[src/rtl/ocl_pkg.sv]
package ocl_pkg;

    // Episode tracking state: limiting flag and "overcurrent seen this period".
    typedef struct packed {
        logic active;
        logic seen;
    } episode_t;

    // Top-level run gate, set on the first edge after reset release.
    typedef struct packed {
        logic run;
    } gate_t;

    // Source selected for the output stage.
    typedef enum logic [1:0] {
        DRV_OFF   = 2'd0,
        DRV_PASS  = 2'd1,
        DRV_FORCE = 2'd2
    } drive_mode_e;

endpackage

[src/rtl/ocl_episode.sv]
module ocl_episode
    import ocl_pkg::*;
(
    input  logic clk,
    input  logic rst_n,
    input  logic stb,
    input  logic oc,
    input  logic kill,
    output logic active,
    output logic start
);

    episode_t ep_d, ep_q;
    logic     period_hit;

    always_comb begin
        ep_d       = ep_q;
        start      = 1'b0;
        period_hit = ep_q.seen | oc;
        if (kill) begin
            ep_d = '0;
        end else begin
            start       = ~ep_q.active & oc;
            ep_d.active = ep_q.active | oc;
            if (stb) begin
                ep_d.seen = 1'b0;
                if (!period_hit) begin
                    ep_d.active = 1'b0;
                end
            end else begin
                ep_d.seen = period_hit;
            end
        end
    end

    always_ff @(posedge clk or negedge rst_n) begin
        if (!rst_n) begin
            ep_q <= '0;
        end else begin
            ep_q <= ep_d;
        end
    end

    assign active = ep_q.active;

    // Limiting may only end on a strobe edge or on shutdown.
    assert_hold_between_strobes_R5: assert property (
        @(posedge clk) disable iff (!rst_n)
        (ep_q.active && !stb && !kill) |=> ep_q.active
    );

    // Limiting only begins when the comparator is high.
    assert_entry_needs_oc_R3: assert property (
        @(posedge clk) disable iff (!rst_n)
        (!ep_q.active && !oc) |=> !ep_q.active
    );

endmodule

[src/rtl/ocl_cadence.sv]
module ocl_cadence #(
    parameter int DIV = 3
) (
    input  logic clk,
    input  logic rst_n,
    input  logic stb,
    input  logic active,
    input  logic start,
    input  logic pwm_in,
    output logic level
);

    localparam int PW = (DIV > 2) ? $clog2(DIV) : 1;
    localparam logic [PW-1:0] LAST = PW'(DIV - 1);

    typedef struct packed {
        logic [PW-1:0] phase;
        logic          level;
    } cad_t;

    cad_t cad_d, cad_q;

    always_comb begin
        cad_d = cad_q;
        if (start) begin
            cad_d.phase = '0;
            cad_d.level = ~pwm_in;
        end else if (!active) begin
            cad_d.phase = '0;
        end else if (stb) begin
            if (cad_q.phase == LAST) begin
                cad_d.phase = '0;
                cad_d.level = ~cad_q.level;
            end else begin
                cad_d.phase = cad_q.phase + 1'b1;
            end
        end
    end

    always_ff @(posedge clk or negedge rst_n) begin
        if (!rst_n) begin
            cad_q <= '0;
        end else begin
            cad_q <= cad_d;
        end
    end

    assign level = cad_q.level;

    assert_phase_range_R4: assert property (
        @(posedge clk) disable iff (!rst_n)
        int'(cad_q.phase) < DIV
    );

    // The forced level never moves between strobes while limiting.
    assert_level_steady_R4: assert property (
        @(posedge clk) disable iff (!rst_n)
        (active && !stb) |=> $stable(cad_q.level)
    );

endmodule

[src/rtl/ocl_duration.sv]
module ocl_duration #(
    parameter int TRIP_CYCLES = 425000
) (
    input  logic clk,
    input  logic rst_n,
    input  logic active,
    output logic shut
);

    localparam int CW = $clog2(TRIP_CYCLES + 1);
    localparam logic [CW-1:0] TOP = CW'(TRIP_CYCLES);

    typedef struct packed {
        logic [CW-1:0] cnt;
        logic          shut;
    } dur_t;

    dur_t dur_d, dur_q;

    always_comb begin
        dur_d = dur_q;
        if (active) begin
            if (dur_q.cnt != TOP) begin
                dur_d.cnt = dur_q.cnt + 1'b1;
            end
            if (dur_q.cnt == TOP) begin
                dur_d.shut = 1'b1;
            end
        end else begin
            dur_d.cnt = '0;
        end
    end

    always_ff @(posedge clk or negedge rst_n) begin
        if (!rst_n) begin
            dur_q <= '0;
        end else begin
            dur_q <= dur_d;
        end
    end

    assign shut = dur_q.shut;

    assert_shut_latched_R8: assert property (
        @(posedge clk) disable iff (!rst_n)
        dur_q.shut |=> dur_q.shut
    );

    assert_no_trip_idle_R6: assert property (
        @(posedge clk) disable iff (!rst_n)
        (!dur_q.shut && !active) |=> !dur_q.shut
    );

    assert_count_bounded_R7: assert property (
        @(posedge clk) disable iff (!rst_n)
        dur_q.cnt <= TOP
    );

endmodule

[src/rtl/cbc_limiter.sv]
module cbc_limiter
    import ocl_pkg::*;
#(
    parameter int TRIP_CYCLES = 425000,
    parameter int CADENCE_DIV = 3
) (
    input  logic clk,
    input  logic rst_n,
    input  logic period_stb,
    input  logic oc_in,
    input  logic pwm_in,
    output logic pwm_out,
    output logic pwm_oe,
    output logic limiting,
    output logic shutdown_req
);

    gate_t       gate_d, gate_q;
    drive_mode_e mode;
    logic        ep_active;
    logic        ep_start;
    logic        forced_level;
    logic        shut;

    ocl_episode u_episode (
        .clk    (clk),
        .rst_n  (rst_n),
        .stb    (period_stb),
        .oc     (oc_in),
        .kill   (shut),
        .active (ep_active),
        .start  (ep_start)
    );

    ocl_cadence #(.DIV(CADENCE_DIV)) u_cadence (
        .clk    (clk),
        .rst_n  (rst_n),
        .stb    (period_stb),
        .active (ep_active),
        .start  (ep_start),
        .pwm_in (pwm_in),
        .level  (forced_level)
    );

    ocl_duration #(.TRIP_CYCLES(TRIP_CYCLES)) u_duration (
        .clk    (clk),
        .rst_n  (rst_n),
        .active (ep_active),
        .shut   (shut)
    );

    always_comb begin
        gate_d     = gate_q;
        gate_d.run = 1'b1;
    end

    always_ff @(posedge clk or negedge rst_n) begin
        if (!rst_n) begin
            gate_q <= '0;
        end else begin
            gate_q <= gate_d;
        end
    end

    always_comb begin
        if (!gate_q.run || shut) begin
            mode = DRV_OFF;
        end else if (ep_active) begin
            mode = DRV_FORCE;
        end else begin
            mode = DRV_PASS;
        end
        case (mode)
            DRV_PASS:  begin pwm_out = pwm_in;       pwm_oe = 1'b1; end
            DRV_FORCE: begin pwm_out = forced_level; pwm_oe = 1'b1; end
            default:   begin pwm_out = 1'b0;         pwm_oe = 1'b0; end
        endcase
    end

    assign limiting     = ep_active & ~shut;
    assign shutdown_req = shut;

    // A trip is only ever preceded by limiting.
    assert_trip_after_limit_R7: assert property (
        @(posedge clk) disable iff (!rst_n)
        $rose(shutdown_req) |-> $past(limiting)
    );

endmodule

[config.mk]
export PLATFORM = sky130hd
export DESIGN_NAME = cbc_limiter
export DESIGN_NICKNAME = d
export VERILOG_FILES = /design/src/rtl/ocl_pkg.sv /design/src/rtl/ocl_episode.sv /design/src/rtl/ocl_cadence.sv /design/src/rtl/ocl_duration.sv /design/src/rtl/cbc_limiter.sv
export SDC_FILE = /design/constraint.sdc
export NUM_CORES = 1
export LEC_CHECK = 0
export BUFFER_PORTS_ARGS = -buffer_cell sky130_fd_sc_hd__buf_2
export CAP_MARGIN = 10
export CORE_MARGIN = 1.5
export CORE_UTILIZATION = 30
export CTS_BUF_LIST = sky130_fd_sc_hd__clkbuf_4 sky130_fd_sc_hd__clkbuf_8 sky130_fd_sc_hd__clkbuf_16
export CTS_CLUSTER_SIZE = 25
export DETAILED_ROUTE_END_ITERATION = 8
export RECOVER_POWER = 50
export SLEW_MARGIN = 20
export SYNTH_ARGS = -nofsm -noshare
export SYNTH_HDL_FRONTEND = slang
export SYNTH_SLANG_ARGS = --single-unit
[constraint.sdc]
create_clock -name clk -period 4.8 [get_ports clk]
set_input_delay 0.72 -clock clk [delete_from_list [all_inputs] [get_ports clk]]
set_output_delay 0.72 -clock clk [all_outputs]
set_load 0.02 [all_outputs]
==> impl_metrics.tcl, run 1 <==
set metrics [dict create \
    status "complete, no violations" \
    synth_compound_area_frac 0.08826 \
    critPathArrivalTime_ps 1580 \
    syn2layout_area_growth_pct 10.99 \
    tightest_slew_ps 1410 \
    netlist_top_cells_count "26 x dfrtp_1, 17 x nor2_1, 10 x a21oi_1" \
    synth_xor_area_frac 0.06573 \
    min-delay-start "u_duration.dur_q[15]$_DFFE_PN0P_" \
    ir_worst_vdd_mv 0.1445 \
    ctsHoldBuffers 0 \
    antenna_found_initial 0 \
    min_period_ps 2300 \
    drive_above_1_share 0.1034 \
    cts_sinks 26 \
    grt_pass1_vias 1037 \
    hpwlAfterDp_um 1870 \
    clkTransAtPathRegs_ps 90 \
    overflow 0 \
    core_um2 4324 \
    cts_resized 0 \
    fin_nets 153 \
    gr-usage-met1 0.1388 \
    crit_path_cell_trace "inv_1, nor2_1, buf_2" \
    setup_viol 0 \
    stdcell_count 197 \
    async_reset_ff_frac 1.000 \
    powerDensity_nw_per_um2 331.7 \
    r2r_start "u_duration.dur_q[2]$_DFFE_PN0P_" \
    path_delay_family "buffers and inverters" \
    yosysWarnings 0 \
    cts_buffer_depth 2 \
    worstSetupEndpointType "output pin" \
    post_cts.repair.setup_buffers 0 \
    min_delay_path_depth 1 \
    std_cell_rows 24 \
    slew_viol_final 0 \
    cts_tree "yes" \
    leakagePower_nw 0.6115 \
    finalSetupTns_ps 0 \
    synth_area_um2 1333 \
    synth_most_common_cell "dfrtp_1" \
    r2r_cells 5 \
    period_share 0.4793 \
    post-route-drc-count 0 \
    worstPathRequired_ps 4080 \
    die_x_um 69.65 \
    synthSimpleGateAreaFrac 0.2836 \
    grt_util_met2 0.2030 \
    drv_cap 0 \
    die_area_um2 4850 \
    min_to "u_duration.dur_q[15]$_DFFE_PN0P_" \
    vias 1002 \
    routedWlPerCell_um 12.92 \
    rsz0062_at_grt "no" \
    ios 9 \
    syn_nets 143 \
    crit_buf_inv 2 \
    startpoint_type "flip-flop" \
    routed_via_density 5.086 \
    synthFlopType "dfrtp_1" \
    fmax_mhz 434.7 \
    grt.busiest_layer "met2" \
    ant_nets 0 \
    yosysUniqueCellTypes 34 \
    rrSetupSlack_ps 2890 \
    grt_max_degree 27 \
    routabilityCongestion 0.7631 \
    synth.area.mux_share 0.03005 \
    r2r-end "u_duration.dur_q[17]$_DFFE_PN0P_" \
    worst_path_largest_cell_delay_ps 520 \
    synth_seq_cells 26 \
    crit_path_max_fanout 20 \
    synth_top_area_frac 0.4883 \
    grt_pass1_wl_um 4498 \
    htreeDepth 1 \
    cts_buffers 3 \
    clkLatencyLatePin_ps 270 \
    io_buffers 8 \
    avgSynthCellArea_um2 9.798 \
    relSlewSlack 0.05997 \
    finClkSkew_ps 7.453 \
    start_util 0.3082 \
    synth.area.top_cells "dfrtp_1 49%, xnor2_1 5.9%, nor2_1 4.8%" \
    worst_path_max_delay_cell "inv_1" \
    track_usage 0.1125 \
    gr-usage-met3 0.01744 \
    synthCells 136 \
    crit_type "flip-flop to output pin" \
    die_h_um 69.65 \
    netlist.top_cell.by_area "dfrtp_1" \
    routed_wl_um 2545 \
    drt_iter0_markers 39 \
    yosysSeqAreaShare 0.4883 \
    first_pass_iters 4 \
    cts_root_buffer "clkbuf_8" \
    hp-class "flip-flop to flip-flop" \
    synth_fa_ha_area_frac 0.01878 \
    place_inst 193 \
    synth_top_family_by_area "simple AND/OR/NAND/NOR gates" \
    synth_edf_count 0 \
    hold_viol_final 0 \
    antenna_cells 0 \
]
==> worst max path at each step <==
stage | from | to | slack (ps) | cells after the start
finish | u_episode.active$_DFF_PN0_ | limiting | 2500 | 3
global route | u_episode.active$_DFF_PN0_ | limiting | 2360 | 3
CTS | u_episode.active$_DFF_PN0_ | limiting | 2470 | 3
detailed placement | u_episode.active$_DFF_PN0_ | limiting | 2780 | 3
global placement | u_episode.active$_DFF_PN0_ | limiting | 2840 | 3
floorplan | u_duration.shut$_DFFE_PN0P_ | pwm_out | 2820 | 2
==> flip-flops by register name, summed over array words and instances (netlist names) <==
signal            cells
u_duration.dur_q     19
u_episode.ep_q        1
u_duration.shut       1
u_cadence.cad_q       2
u_episode.active      1
u_cadence.level       1
gate_q                1
==> through the flow <==
stage               setup slack [ps]  hold slack (ps)  utilization  cell area (um2)  power, mW
floorplan                       2818            424.4            -             1333     0.3272
finish                          2500            502.6       0.3420             1479     0.4905
CTS                             2466            456.0       0.3426             1481     0.4981
global placement                2840            494.8       0.3299             1426     0.3503
global route                    2360            538.1       0.3420             1479     0.5181
detailed placement              2783            495.1       0.3299             1426     0.3549
==> metal layers <==
layer / share of wire / up-vias
met5: 0 / -
met4: 0.0086 / 0
met2: 0.51 / 14
met3: 0.027 / 2
li1: - / 502
met1: 0.46 / 484
==> kinds of logic after synthesis <==
logic type               Yosys count
AND/OR/NAND/NOR                   64
flip-flops                        26
multiplexers                       4
AO/OA/AOI/OAI                     21
buffers and inverters              8
XOR/XNOR                          10
adder cells (fa/ha/maj)            2
other                              1
==> layout by cell type, fill, tap and decap left out, drive strengths merged <==
cell and instances:
dfrtp 26, nor2 17, a21oi 10, xnor2 9, nand3 7, or3 7
o21ai 7, nand2 6, buf 6, clkbuf 6, inv 5, nor3 5
nand4 5, mux2i 4, nand2b 4, nor4 3, nor2b 2, and4 2
ha 2, nor4b 2, xor2 1, nand3b 1, and4b 1, nor4bb 1
a31o 1, nand4b 1, a31oi 1, o311ai 1, o41ai 1, conb 1
==> power breakdown <==
| part | internal, mW | total, mW | switching (mW) |
|---|---|---|---|
| sequential | 0.242 | 0.273 | 0.0314 |
| clock | 0.0733 | 0.141 | 0.0678 |
| combinational | 0.0353 | 0.0760 | 0.0407 |
==> area by class of cell <==
class	instances	area [um2]
fillers	455	2845
multi-input cells	102	651.9
flip-flops and latches	26	650.6
well taps	52	65.06
clock buffers	4	55.05
repair buffers	8	37.54
inverters	5	18.77
Note: power is estimated with default switching activity, not from simulation.
==> inputs of run 2 (changes only) <==
- clock period: 4.8 -> 2.4 ns (I/O delays scaled with it)
==> impl_metrics.tcl, run 2 (same netlist as run 1, synthesis figures left out) <==
set metrics [dict create \
    status "complete, no violations" \
    place_inst 194 \
    die_h_um 69.65 \
    highest_layer "met4" \
    worst_path_largest_cell_delay_ps 460 \
    htreeDepth 1 \
    cts_sinks 26 \
    routabilityCongestion 0.7617 \
    worst_path_max_delay_cell "or3_4" \
    top_register "u_duration.dur_q" \
    p_sw_frac 0.2838 \
    antenna_cells 0 \
    leakagePower_nw 0.6194 \
    setup_viol 0 \
    core_um2 4324 \
    worstPathRequired_ps 2600 \
    relSlewSlack 0.07862 \
    ff_latch_area_um2 650.6 \
    post_cts.repair.setup_buffers 0 \
    p_comb_frac 0.156 \
    fmax_mhz 529.2 \
    syn2layout_area_growth_pct 11.64 \
    powerDensity_nw_per_um2 659.6 \
    netSwitchingPower_uw 278.5 \
    largest_register_ffs 19 \
    grt_pass1_vias 1149 \
    critPathArrivalTime_ps 2090 \
    seqPwrFrac 0.556 \
    r2r_start "u_duration.dur_q[1]$_DFFE_PN0P_" \
    crit_path_cell_trace "ha_1, nand3_2, or3_4, nor4b_2, mux2i_1" \
    routed_wl_um 2667 \
    layout_common_cells "26 x dfrtp_1, 17 x nor2_1, 10 x a21oi_1" \
    tightest_slew_ps 1382 \
    period_share 0.7874 \
    multi_input_area_um2 651.9 \
    routedWlPerCell_um 13.47 \
    stdcell_count 198 \
    r2r_cells 5 \
    fin_nets 154 \
    vias 1039 \
    cts_buffer_depth 2 \
    finalSetupTns_ps 0 \
    post-route-drc-count 0 \
    clkLatencyLatePin_ps 270 \
    hp-class "input pin to flip-flop" \
    final_common_cell "dfrtp_1" \
    pre_cts_ws_ps 541.9 \
    utilization 0.3440 \
    cts_root_buffer "clkbuf_8" \
    min-delay-start "pwm_in" \
    r2r-end "u_duration.dur_q[17]$_DFFE_PN0P_" \
    die_x_um 69.65 \
    track_usage 0.1177 \
    rrSetupSlack_ps 510 \
    start_util 0.3082 \
    drv_cap 0 \
    cts_tree "yes" \
    ir_worst_vdd_mv 0.3978 \
    crit_type "flip-flop to flip-flop" \
    overflow 0 \
    grt_max_degree 27 \
    drive_above_1_share 0.1164 \
    antenna_found_initial 0 \
    setup_slack_ps 510.4 \
    ios 9 \
    io_buffers 8 \
    slew_viol_final 0 \
    clkTransAtPathRegs_ps 90 \
    hpwlAfterDp_um 1951 \
    wl_met3_um 75 \
    std_cell_rows 24 \
    die_area_um2 4850 \
    dr_wl_met2_um 1339 \
    drt-met1-wl_um 1221 \
    finClkSkew_ps 2.079 \
    ant_nets 0 \
    crit_buf_inv 0 \
    min_delay_path_depth 2 \
    grt_pass1_wl_um 4802 \
    reg_top3 "u_duration.dur_q (19), u_cadence.cad_q (2)" \
    cts_resized 0 \
    first_pass_iters 4 \
    routed_via_density 5.247 \
    ctsHoldBuffers 0 \
    hold_viol_final 0 \
    worstSetupEndpointType "flip-flop" \
    internal_power_uw 702.8 \
    fillCellCount 444 \
    clock_power_share 0.288 \
    drt_iter0_markers 49 \
    rsz0062_at_grt "no" \
    cts_buffers 3 \
    min_period_ps 1890 \
    path_delay_family "simple AND/OR/NAND/NOR gates" \
    crit_path_max_fanout 8 \
    startpoint_type "flip-flop" \
    min_to "u_cadence.level$_DFFE_PN0P_" \
]
==> run 2: through the flow <==
| stage | instance area (um2) | hold WS [ps] | power, mW |
|---|---|---|---|
| 2_1_floorplan | 1333 | 64.41 | 0.6544 |
| 3_3_place_gp | 1434 | 397.5 | 0.6979 |
| 3_5_place_dp | 1434 | 401.3 | 0.7098 |
| 4_1_cts | 1489 | 102.6 | 0.9943 |
| 5_1_grt | 1488 | 299.1 | 1.037 |
| 6_report | 1488 | 291.1 | 0.9813 |
==> run 2: worst max-delay path by stage <==
stage	slack (ps)	endpoint	cells after the start	start
after global routing	430	u_duration.dur_q[17]$_DFFE_PN0P_	5	u_duration.dur_q[1]$_DFFE_PN0P_
after global placement	610	u_duration.dur_q[17]$_DFFE_PN0P_	5	u_duration.dur_q[1]$_DFFE_PN0P_
after detailed placement	540	u_duration.dur_q[17]$_DFFE_PN0P_	5	u_duration.dur_q[2]$_DFFE_PN0P_
final	510	u_duration.dur_q[17]$_DFFE_PN0P_	5	u_duration.dur_q[1]$_DFFE_PN0P_
after floorplan	700	u_duration.dur_q[17]$_DFFE_PN0P_	5	u_duration.dur_q[1]$_DFFE_PN0P_
after CTS	520	u_duration.dur_q[17]$_DFFE_PN0P_	5	u_duration.dur_q[2]$_DFFE_PN0P_
==> run 2: per-layer routing <==
layer  up-vias  GRT usage
li1        504          -
met3         2    0.01599
met5         -          0
met2        14     0.2147
met1       519     0.1377
met4         0    0.04915
==> run 2: final cells by class <==
type / count / area share
clock buffers: 4 / 0.03701
inverters: 5 / 0.01262
multi-input cells: 102 / 0.4382
flip-flops and latches: 26 / 0.4373
well taps: 52 / 0.04373
repair buffers: 9 / 0.03112
==> run 2: power groups by stage <==
stage | combinational [mW] | sequential (mW) | clock (mW)
3_3_place_gp | 0.150 | 0.548 | 0
4_1_cts | 0.157 | 0.545 | 0.292
6_report | 0.153 | 0.546 | 0.282
2_1_floorplan | 0.118 | 0.536 | 0
5_1_grt | 0.177 | 0.554 | 0.305
3_5_place_dp | 0.155 | 0.555 | 0
==> inputs of run 3 (changes only) <==
- clock period: 2.4 -> 1.95 ns (I/O delays scaled with it)
==> impl_metrics.tcl, run 3 (same netlist as run 1, synthesis figures left out) <==
set metrics [dict create \
    largest_register_ffs 19 \
    period_share 0.9242 \
    highest_layer "met4" \
    htreeDepth 1 \
    routabilityCongestion 0.8415 \
    dr_wl_met2_um 1480 \
    clock_power_share 0.260 \
    fmax_mhz 554.9 \
    routed_via_density 5.355 \
    ios 9 \
    layout_common_cells "26 x dfrtp_1, 17 x nor2_1, 10 x a21oi_1" \
    hold_viol_final 0 \
    min_period_ps 1802 \
    crit_path_cell_trace "inv_1, ha_1, nor4bb_2, and4_1, nor4b_2, mux2i_1" \
    clkLatencyLatePin_ps 270 \
    status "complete, no violations" \
    p_comb_frac 0.171 \
    seqPwrFrac 0.569 \
    rsz0062_at_grt "no" \
    crit_type "flip-flop to flip-flop" \
    setup_slack_ps 147.9 \
    finClkSkew_ps 0.9324 \
    antenna_cells 0 \
    die_h_um 69.65 \
    cts_tree "yes" \
    ant_nets 0 \
    syn2layout_area_growth_pct 12.77 \
    slew_viol_final 0 \
    fillCellCount 453 \
    std_cell_rows 24 \
    vias 1071 \
    reg_top3 "u_duration.dur_q (19), u_cadence.cad_q (2)" \
    drv_cap 0 \
    netSwitchingPower_uw 350.7 \
    startpoint_type "flip-flop" \
    fin_nets 157 \
    track_usage 0.1283 \
    hpwlAfterDp_um 2085 \
    leakagePower_nw 0.6263 \
    post_cts.repair.setup_buffers 0 \
    die_area_um2 4850 \
    grt_pass1_wl_um 4961 \
    cts_buffers 3 \
    start_util 0.3082 \
    final_common_cell "dfrtp_1" \
    grt_max_degree 27 \
    worstSetupEndpointType "flip-flop" \
    worst_path_largest_cell_delay_ps 440 \
    drive_above_1_share 0.1351 \
    relSlewSlack 0.04466 \
    cts_buffer_depth 2 \
    pre_cts_ws_ps 118.4 \
    setup_viol 0 \
    internal_power_uw 829.9 \
    worst_path_max_delay_cell "dfrtp_1" \
    finalPower_mw 1.181 \
    first_pass_iters 4 \
    finalSetupTns_ps 0 \
    cts_resized 0 \
    core_um2 4324 \
    routed_wl_um 2916 \
    tightest_slew_ps 1433 \
    grt_pass1_vias 1086 \
    utilization 0.3475 \
    worstPathRequired_ps 2160 \
    crit_path_max_fanout 5 \
    die_x_um 69.65 \
    ctsHoldBuffers 0 \
    clkTransAtPathRegs_ps 80 \
    powerDensity_nw_per_um2 785.7 \
    hp-class "input pin to flip-flop" \
    r2r_cells 6 \
    critPathArrivalTime_ps 2010 \
    multi_input_area_um2 658.1 \
    post-route-drc-count 0 \
    io_buffers 8 \
    cts_sinks 26 \
    routedWlPerCell_um 14.58 \
    antenna_found_initial 0 \
    wl_met3_um 72 \
    ff_latch_area_um2 650.6 \
    p_sw_frac 0.2971 \
    top_register "u_duration.dur_q" \
    drt_iter0_markers 38 \
    min_delay_path_depth 2 \
    ir_worst_vdd_mv 0.3877 \
    drt-met1-wl_um 1280 \
    overflow 0 \
    cts_root_buffer "clkbuf_8" \
]
[run 3: power by group through the flow]
stage          sequential (mW)  clock [mW]  combinational (mW)
6_report                 0.672       0.307               0.202
5_1_grt                  0.684       0.337               0.224
4_1_cts                  0.671       0.318               0.203
3_5_place_dp             0.682           0               0.201
3_3_place_gp             0.674           0               0.188
2_1_floorplan            0.660           0               0.146
[run 3: worst max-delay path, delay by kind of cell, from the launching register on]
family	cells	cell delay (ps)
adders and majority gates	1	230
muxes	1	210
and+or+nand+nor	3	760
buffers and inverters	1	90
DFF	1	440
[run 3: per-layer routing]
layer | vias up | global-route usage
li1 | 509 | -
met1 | 535 | 0.1506
met2 | 19 | 0.2244
met3 | 8 | 0.01744
met4 | 0 | 0.07265
met5 | - | 0
[run 3: worst paths after layout]
path,startpoint,to,slack [ps]
max in group asynchronous,rst_n,u_duration.dur_q[3]$_DFFE_PN0P_,780
min in group asynchronous,rst_n,u_duration.shut$_DFFE_PN0P_,340
worst max-delay path,u_duration.dur_q[1]$_DFFE_PN0P_,u_duration.dur_q[17]$_DFFE_PN0P_,150
worst min-delay path,pwm_in,u_cadence.level$_DFFE_PN0P_,210
worst max register to register,u_duration.dur_q[1]$_DFFE_PN0P_,u_duration.dur_q[17]$_DFFE_PN0P_,150
worst min register to register,u_duration.dur_q[15]$_DFFE_PN0P_,u_duration.dur_q[15]$_DFFE_PN0P_,530
[run 3: final cells by class]
class,instances,share of cell area
clock buffers,3,0.02748
inverters,5,0.01249
multi-input cells,102,0.4380
flip-flops and latches,26,0.4330
well taps,52,0.04330
repair buffers,12,0.04580
[run 3: per-stage QoR]
step	area (um2)	cells	hold slack [ps]
2_1_floorplan	1333	136	-3.091
3_3_place_gp	1456	197	324.5
3_5_place_dp	1456	197	341.0
4_1_cts	1498	200	34.58
5_1_grt	1503	200	222.0
6_report	1503	200	213.8
